## src/rtl/csc10_pkg.sv

```systemverilog
package csc10_pkg;
  localparam int PIX_W  = 10;
  localparam int COEF_W = 13;
  localparam int FRAC_W = 9;
  localparam int BIAS_W = 11;
  localparam int NCH    = 3;
  localparam int NCOEF  = NCH * NCH;
  localparam int NWORDS = 18;
  localparam int CFG_AW = 8;
  localparam int SUM_W  = PIX_W + 1 + COEF_W + 2;
  localparam int Y_W    = SUM_W - FRAC_W + 2;

  localparam int W_MODE   = 0;
  localparam int W_COEF   = 1;
  localparam int W_PRECL  = 6;
  localparam int W_POSTCL = 9;
  localparam int W_PREB   = 12;
  localparam int W_POSTB  = 15;

  typedef struct packed {
    logic                         en;
    logic [NCOEF-1:0][COEF_W-1:0] coef;
    logic [NCH-1:0][BIAS_W-1:0]   pre_bias;
    logic [NCH-1:0][BIAS_W-1:0]   post_bias;
    logic [NCH-1:0][PIX_W-1:0]    pre_lo;
    logic [NCH-1:0][PIX_W-1:0]    pre_hi;
    logic [NCH-1:0][PIX_W-1:0]    post_lo;
    logic [NCH-1:0][PIX_W-1:0]    post_hi;
  } csc_cfg_t;

  function automatic logic [31:0] word_mask(input int i);
    if (i == W_MODE) return 32'h0000_0001;
    if (i >= W_COEF && i < W_COEF + 4) return 32'h1FFF_1FFF;
    if (i == W_COEF + 4) return 32'h0000_1FFF;
    if (i >= W_PRECL && i < W_PREB) return 32'h03FF_03FF;
    return 32'h0000_07FF;
  endfunction

  function automatic logic [31:0] reset_word(input int i);
    case (i)
      0:       return 32'h0000_0001;
      1:       return 32'h0102_0083;
      2:       return 32'h1FB5_0032;
      3:       return 32'h00E1_1F6C;
      4:       return 32'h1F45_00E1;
      5:       return 32'h0000_1FDC;
      6, 7, 8: return 32'h0000_03FF;
      9:       return 32'h0040_03AC;
      10, 11:  return 32'h0040_03C0;
      15:      return 32'h0000_0040;
      16, 17:  return 32'h0000_0200;
      default: return 32'h0000_0000;
    endcase
  endfunction

  function automatic logic [PIX_W-1:0] clamp_win(input int x, input logic [PIX_W-1:0] lo,
                                                 input logic [PIX_W-1:0] hi);
    int t;
    t = x;
    if (t > int'(hi)) t = int'(hi);
    if (t < int'(lo)) t = int'(lo);
    return t[PIX_W-1:0];
  endfunction
endpackage

```

## src/rtl/csc10_regs.sv

```systemverilog
module csc10_regs
  import csc10_pkg::*;
#(
  parameter int AW = CFG_AW,
  parameter int NW = NWORDS
) (
  input  logic           clk,
  input  logic           rst,
  input  logic           wr,
  input  logic [AW-1:0]  addr,
  input  logic [31:0]    wdata,
  input  logic           frame_start,
  output logic [31:0]    rdata,
  output csc_cfg_t       cfg
);
  localparam int IDX_W = AW - 2;

  logic [31:0] sh_q  [NW];
  logic [31:0] act_q [NW];
  logic [31:0] rd_mux;
  logic [IDX_W-1:0] idx;

  assign idx = addr[AW-1:2];

  always_comb begin
    rd_mux = '0;
    for (int i = 0; i < NW; i++)
      if (idx == IDX_W'(i)) rd_mux = sh_q[i];
  end

  always_ff @(posedge clk) begin
    if (rst) begin
      for (int i = 0; i < NW; i++) begin
        sh_q[i]  <= reset_word(i);
        act_q[i] <= reset_word(i);
      end
      rdata <= '0;
    end else begin
      for (int i = 0; i < NW; i++) begin
        if (wr && idx == IDX_W'(i)) sh_q[i] <= wdata & word_mask(i);
        if (frame_start) act_q[i] <= sh_q[i];
      end
      rdata <= rd_mux;
    end
  end

  always_comb begin
    cfg.en = act_q[W_MODE][0];
    for (int k = 0; k < NCOEF; k++)
      cfg.coef[k] = act_q[W_COEF + k / 2][(k % 2) * 16 +: COEF_W];
    for (int c = 0; c < NCH; c++) begin
      cfg.pre_lo[c]    = act_q[W_PRECL + c][16 +: PIX_W];
      cfg.pre_hi[c]    = act_q[W_PRECL + c][0 +: PIX_W];
      cfg.post_lo[c]   = act_q[W_POSTCL + c][16 +: PIX_W];
      cfg.post_hi[c]   = act_q[W_POSTCL + c][0 +: PIX_W];
      cfg.pre_bias[c]  = act_q[W_PREB + c][0 +: BIAS_W];
      cfg.post_bias[c] = act_q[W_POSTB + c][0 +: BIAS_W];
    end
  end
endmodule

```

## src/rtl/csc10_bias_clamp.sv

```systemverilog
module csc10_bias_clamp
  import csc10_pkg::*;
#(
  parameter int IN_W = PIX_W + 1,
  parameter int BW   = BIAS_W,
  parameter int OW   = PIX_W
) (
  input  logic                  clk,
  input  logic                  en,
  input  logic signed [IN_W-1:0] din,
  input  logic signed [BW-1:0]   bias,
  input  logic [OW-1:0]          lo,
  input  logic [OW-1:0]          hi,
  output logic [OW-1:0]          dout
);
  int sum;

  always_comb sum = int'(din) + int'(bias);

  always_ff @(posedge clk)
    if (en) dout <= clamp_win(sum, lo, hi);
endmodule

```

## src/rtl/csc10_matrix.sv

```systemverilog
module csc10_matrix
  import csc10_pkg::*;
(
  input  logic                         clk,
  input  logic                         en,
  input  logic [NCH-1:0][PIX_W-1:0]    a,
  input  logic [NCOEF-1:0][COEF_W-1:0] coef,
  output logic [NCH-1:0][SUM_W-1:0]    sum_q
);
  logic [NCH-1:0][SUM_W-1:0] sum_d;

  always_comb begin
    for (int r = 0; r < NCH; r++) begin
      int acc;
      acc = 0;
      for (int j = 0; j < NCH; j++)
        acc = acc + int'({1'b0, a[j]}) * int'($signed(coef[r * NCH + j]));
      sum_d[r] = acc[SUM_W-1:0];
    end
  end

  always_ff @(posedge clk)
    if (en) sum_q <= sum_d;
endmodule

```

## src/rtl/csc10_post.sv

```systemverilog
module csc10_post
  import csc10_pkg::*;
(
  input  logic                       clk,
  input  logic                       en,
  input  logic [NCH-1:0][SUM_W-1:0]  sum,
  input  logic [NCH-1:0][BIAS_W-1:0] bias,
  input  logic [NCH-1:0][PIX_W-1:0]  lo,
  input  logic [NCH-1:0][PIX_W-1:0]  hi,
  input  logic                       byp,
  input  logic [NCH*PIX_W-1:0]       raw,
  output logic [NCH*PIX_W-1:0]       dout
);
  localparam int HALF = 1 << (FRAC_W - 1);

  logic [NCH-1:0][Y_W-1:0] y_q;

  for (genvar c = 0; c < NCH; c++) begin : g_ch
    int rnd;
    int yv;
    always_comb begin
      rnd = (int'($signed(sum[c])) + HALF) >>> FRAC_W;
      yv  = rnd + int'($signed(bias[c]));
    end

    always_ff @(posedge clk)
      if (en) y_q[c] <= yv[Y_W-1:0];
  end

  logic byp_q;
  logic [NCH*PIX_W-1:0] raw_q;

  always_ff @(posedge clk) begin
    if (en) begin
      byp_q <= byp;
      raw_q <= raw;
    end
  end

  always_ff @(posedge clk) begin
    if (en) begin
      for (int c = 0; c < NCH; c++)
        dout[c * PIX_W +: PIX_W] <= byp_q ? raw_q[c * PIX_W +: PIX_W]
                                          : clamp_win(int'($signed(y_q[c])), lo[c], hi[c]);
    end
  end
endmodule

```

## src/rtl/csc10_top.sv

```systemverilog
module csc10_top
  import csc10_pkg::*;
(
  input  logic                   clk,
  input  logic                   rst,
  input  logic                   cfg_wr,
  input  logic [CFG_AW-1:0]      cfg_addr,
  input  logic [31:0]            cfg_wdata,
  output logic [31:0]            cfg_rdata,
  input  logic                   frame_start,
  input  logic                   in_valid,
  output logic                   in_ready,
  input  logic [NCH*PIX_W-1:0]   in_pix,
  output logic                   out_valid,
  input  logic                   out_ready,
  output logic [NCH*PIX_W-1:0]   out_pix
);
  csc_cfg_t act_cfg;
  logic     adv;
  logic     v1, v2, v3, v4;
  logic     byp1, byp2;
  logic [NCH*PIX_W-1:0] raw1, raw2;
  logic [NCH-1:0][PIX_W-1:0] pre_q;
  logic [NCH-1:0][SUM_W-1:0] sum_q;

  csc10_regs u_regs (
    .clk(clk), .rst(rst), .wr(cfg_wr), .addr(cfg_addr), .wdata(cfg_wdata),
    .frame_start(frame_start), .rdata(cfg_rdata), .cfg(act_cfg)
  );

  assign adv      = !(v4 && !out_ready);
  assign in_ready = adv;

  always_ff @(posedge clk) begin
    if (rst) begin
      v1 <= 1'b0; v2 <= 1'b0; v3 <= 1'b0; v4 <= 1'b0;
    end else if (adv) begin
      v1 <= in_valid; v2 <= v1; v3 <= v2; v4 <= v3;
    end
  end

  always_ff @(posedge clk) begin
    if (adv) begin
      byp1 <= !act_cfg.en; raw1 <= in_pix;
      byp2 <= byp1;        raw2 <= raw1;
    end
  end

  for (genvar c = 0; c < NCH; c++) begin : g_pre
    csc10_bias_clamp u_pre (
      .clk(clk), .en(adv),
      .din($signed({1'b0, in_pix[c * PIX_W +: PIX_W]})),
      .bias($signed(act_cfg.pre_bias[c])),
      .lo(act_cfg.pre_lo[c]), .hi(act_cfg.pre_hi[c]),
      .dout(pre_q[c])
    );
  end

  csc10_matrix u_mat (
    .clk(clk), .en(adv), .a(pre_q), .coef(act_cfg.coef), .sum_q(sum_q)
  );

  csc10_post u_post (
    .clk(clk), .en(adv), .sum(sum_q), .bias(act_cfg.post_bias),
    .lo(act_cfg.post_lo), .hi(act_cfg.post_hi),
    .byp(byp2), .raw(raw2), .dout(out_pix)
  );

  assign out_valid = v4;
endmodule

```

## config.mk

```make
export PLATFORM = sky130hd
export DESIGN_NAME = csc10_top
export DESIGN_NICKNAME = d
export VERILOG_FILES = /design/src/rtl/csc10_pkg.sv /design/src/rtl/csc10_regs.sv /design/src/rtl/csc10_bias_clamp.sv /design/src/rtl/csc10_matrix.sv /design/src/rtl/csc10_post.sv /design/src/rtl/csc10_top.sv
export SDC_FILE = /design/constraint.sdc
export NUM_CORES = 2
export LEC_CHECK = 0
export ABC_AREA = 1
export BUFFER_PORTS_ARGS = -buffer_cell sky130_fd_sc_hd__buf_4
export CAP_MARGIN = 20
export CORE_ASPECT_RATIO = 1.2
export CORE_MARGIN = 5
export CORE_UTILIZATION = 65
export CTS_CLUSTER_SIZE = 28
export DETAILED_ROUTE_END_ITERATION = 16
export GPL_TIMING_DRIVEN = 0
export PLACE_DENSITY = 0.82
export SETUP_SLACK_MARGIN = 0.2
export SYNTH_ARGS = -nofsm -noshare
export SYNTH_HDL_FRONTEND = slang
export SYNTH_HIERARCHICAL = 1
export SYNTH_SLANG_ARGS = --single-unit
```

## constraint.sdc

```tcl
create_clock -name clk -period 12 [get_ports clk]
set_input_delay 0 -clock clk [delete_from_list [all_inputs] [get_ports clk]]
set_output_delay 0 -clock clk [all_outputs]
set_load 0.01 [all_outputs]
```

; After elaboration in Yosys (flattened, before gate mapping)
; Memory sizes are Yosys's and may differ from the RTL's.
; Index checks and enable logic that the tools add are counted.
[op_classes]
add_sub_neg = 15
multipliers = 9
n_lt_le_gt_ge = 12
eq_ne = 17
mux = 206
n_bitwise = 48
reduce_logical = 23
[ops]
columns = operator, n
row1 = 32-bit two-way mux, 102
row2 = 32-bit bitwise AND, 12
row3 = 11-bit by 13-bit multiplier with 24-bit output, 9
row4 = 32-bit by 11-bit less-than comparator with 1-bit output, 6
row5 = 26-bit adder, 6
row6 = 26-bit two-way mux, 6
row7 = 29-bit two-way mux, 4
row8 = 32-bit by 11-bit greater-than comparator with 1-bit output, 3
row9 = 10-bit two-way mux, 9
row10 = 1-bit two-way mux, 83
row11 = 26-bit by 10-bit adder with 27-bit output (second input constant), 3
row12 = 18-bit by 11-bit adder with 19-bit output, 3
row13 = 19-bit by 11-bit greater-than comparator with 1-bit output, 3
row14 = 6-bit by 4-bit == test with 1-bit output (second input constant), 8
row15 = 11-bit by 11-bit adder with 12-bit output, 3
row16 = 1-bit OR, 36
row17 = 6-bit by 3-bit == test with 1-bit output (second input constant), 4
row18 = 1-bit logical AND, 19
row19 = 13-bit two-way mux, 1
row20 = 6-bit by 2-bit == test with 1-bit output (second input constant), 2
row21 = 6-bit by 5-bit == test with 1-bit output (second input constant), 2
row22 = 11-bit two-way mux, 1
row23 = 6-bit by 1-bit == test with 1-bit output (second input constant), 1
row24 = 6-bit zero test, 1
row25 = 1-bit zero test, 3
[totals]
register_bits = 324
ram_bits = 1152
inputBits = 76
output_inout_bits = 64
word_cells = 353
n_memories = 2
[memory_table]
columns = name, depth, width, read_ports, rd_clocked_by_memory_dff, wr, line
row1 = u_regs.act_q, 18, 32, 18, 0, 18, csc10_regs.sv:19  ; logic [31:0] act_q [NW];
row2 = u_regs.sh_q, 18, 32, 18, 0, 18, csc10_regs.sv:18  ; logic [31:0] sh_q [NW];

; Logic depth before layout (Yosys ltp)
[depth]
word_depth = 19
depth_mapped = 32
mapped_depth_nobuf = 31

; Modules after synthesis
; Netlist, hierarchy kept.
[modules_own_cells]
columns = module, n_inst, cells_per_inst, area_per_inst_um2, seq_area_each_um2
row1 = csc10_matrix, 1, 6386, 52023.6, 2342.2
row2 = csc10_regs, 1, 2163, 25293.0, 18778.0
row3 = csc10_post, 1, 1171, 9645.5, 3543.4
row4 = csc10_bias_clamp, 3, 249, 1727.9, 300.3
row5 = csc10_top, 1, 90, 2039.5, 1941.9

; Worst setup path after synthesis
; OpenSTA, ideal clock, no wires.
[synth_timing]
path_type = input to register
from = input rst
to = memory u_regs.act_q[0][0], enable pin
setup_time_ps = 2292
arrival_time_ps = 5743
required_ps = 9708
setup_slack_ps = 3965
stages = 5
path_buffers = 3
cell_sequence = buf_2 -> clkbuf_1 -> inv_1 -> clkbuf_1 -> nand2_1
[synth_lines]
columns = element, line
row1 = "start, declared", csc10_top.sv:5  ; input logic rst,
row2 = "end, declared", csc10_regs.sv:19

==> results.toml <==
[drt]
drt_iter0_markers = 8328
via_per_inst = 5.629
wirelength_met1_mm = 109.6
met2_length_mm = 144.1
vias = 72270
wl_met3_mm = 31.69
drc = 0
ant_nets = 0
routedWlPerCell_um = 25.18
dr.pass1.iters = 6
top_layer_used = "met5"
routed_wl_mm = 323.3

[grt]
overflow = 0
gr-usage-all-layers_pct = 43.33
grt_pass1_vias = 74500
grt_start_max_net_pins = 79
antenna_found_initial = 13
grt_pass1_wl_mm = 471.3

[synthesis]
syn_inst = 10520
avgSynthCellArea_sq_um = 8.875
syn_area_sq_um = 93370
yosysWarnings = 6

[worst_setup_path]
crit_type = "flip-flop to flip-flop"
cp_max_fo = 10
endpoint_kind = "flip-flop"
critPathArrivalTime_ns = 9.31
crit_required_ns = 12.40
startpoint_type = "flip-flop"

[timing]
final_hold_viol_count = 0
period_share_pct = 74.22
setup_viol = 0
final.setup_skew_ns = 0.03639
slew_violations = 0
fmax_ghz = 0.1123
fin_ws_ns = 3.094
worst_pin_slew_ns = 1.298
max-slew-margin-rel_pct = 13.43
rsz0062_at_grt = "false"
period_needed_ns = 8.906

[placed_design]
hpwl_mm = 267.5
dp_slack_ns = 3.289
numPortBuffers = 125
gp_congestion = 1.098

[finish]
syn_to_final_growth_pct = 8.026
final_layout_size_suffix_gt1_share_pct = 5.825
final_nets = 12860
nFillCells = 10960

[cts]
clkLatencyLatePin_ns = 0.71
clockBufferDepth = 3
clk_root_buffer_cell = "clkbuf_16"
cts.sinks = 902
cts_buffers = 80
path_clk_slew_ns = 0.07
post_cts_resized = 0
htree_levels = 3
cts_tree = "done"

[min_path]
worst_hold_path_type = "input pin to flip-flop"

[floorplan]
num_rows = 152
dieArea_sq_um = 151400
start_util_pct = 65.29
die-width_um = 356.0
coreArea_sq_um = 143000
pin_count = 140
die_h_um = 425.2

[run]
max_cap_violations = 0

[run_status]
status = "finished clean"
-- area by class of cell --
class | count | area (sq um) | share of cell area [%]
inverters | 3116 | 11700 | 11.60
plain buffers | 361 | 1488 | 1.475
diodes | 11 | 27.53 | 0.02729
clock inverters | 53 | 609.3 | 0.6041
clock buffers | 94 | 2117 | 2.099
well taps | 1925 | 2409 | 2.388
flip-flops and latches | 902 | 26790 | 26.55
repair buffers | 227 | 2245 | 2.225
multi-input cells | 6149 | 53490 | 53.03
-- sequential cells by signal (all words and copies together), names as in the netlist, 26 cells and up --
name / flops
g_pre.u_pre/dout: 30
raw1: 30
raw2: 30
u_mat/sum_q: 54
u_post/dout: 30
u_post/raw_q: 30
u_post/y_q: 57
u_regs/act_q: 304
u_regs/rdata: 26
u_regs/sh_q: 304
-- stage by stage --
| stage | TNS [ns] | util [%] | instance area [sq um] | hold slack, ns | cells |
|---|---|---|---|---|---|
| 2_1_floorplan | 0 | - | 93400 | 0.06907 | 10530 |
| 3_3_place_gp | -84.83 | 67.65 | 96750 | 0.2263 | 12580 |
| 3_5_place_dp | 0 | 68.08 | 97360 | 0.2193 | 12610 |
| 4_1_cts | 0 | 70.41 | 100700 | 0.01475 | 12820 |
| 5_1_grt | 0 | 70.51 | 100800 | 0.05005 | 12830 |
| 6_report | 0 | 70.53 | 100900 | 0.09007 | 12840 |
-- worst max-delay path: stages, from the launching register on --
cell and delay, ns:
edfxtp_1 0.47, clkbuf_1 0.69, buf_1 0.89, nand2_1 0.15, fa_1 0.53, inv_1 0.16, fa_1 0.55, inv_1 0.12
fa_1 0.64, fa_1 0.55, fa_1 0.61, fa_1 0.45, fa_1 0.49, inv_1 0.06, fa_1 0.54, ha_1 0.48
a21oi_1 0.54, o21ai_0 0.19, nor2_1 0.16, nand3_2 0.10, nand3_1 0.09, nand2_1 0.16
-- placed cells by master (no fill, tap or decap), types with 133 or more instances in the layout --
master       n
inv_1     3068
nand2_1   2328
fa_1      1341
edfxtp_1   872
nor2_1     644
ha_1       603
clkbuf_1   287
a21oi_1    233
nand3_1    173
buf_4      138
o21ai_0    133
-- layer usage --
layer	up-vias	track usage, %
li1	31490	-
met2	4321	66.93
met4	4	38.95
met3	1261	9.727
met1	35190	50.83
met5	-	0
-- worst paths after layout --
| kind | startpoint | endpoint | slack, ns | depth (start not counted) |
|---|---|---|---|---|
| min reg2reg | raw2[23]$_DFFE_PN_ | u_post/raw_q[23]$_DFFE_PP_ | 0.41 | 0 |
| min | rst | out_valid$_SDFFE_PP0N_ | 0.09 | 3 |
| max reg2reg | g_pre[2].u_pre/dout[3]$_DFFE_PP_ | u_mat/sum_q[51]$_DFFE_PP_ | 3.09 | 21 |
| max | g_pre[2].u_pre/dout[3]$_DFFE_PP_ | u_mat/sum_q[51]$_DFFE_PP_ | 3.09 | 21 |
-- what timing repair did --
action,in CTS,in global routing
setup endpoints to repair,0,0
hold buffers,61,0
hold endpoints to repair,142,0
buffers inserted,0,0
Power is left out: the tool's default activity adds up to more than one toggle a clock period on the data nets, which glitch-free logic cannot reach.
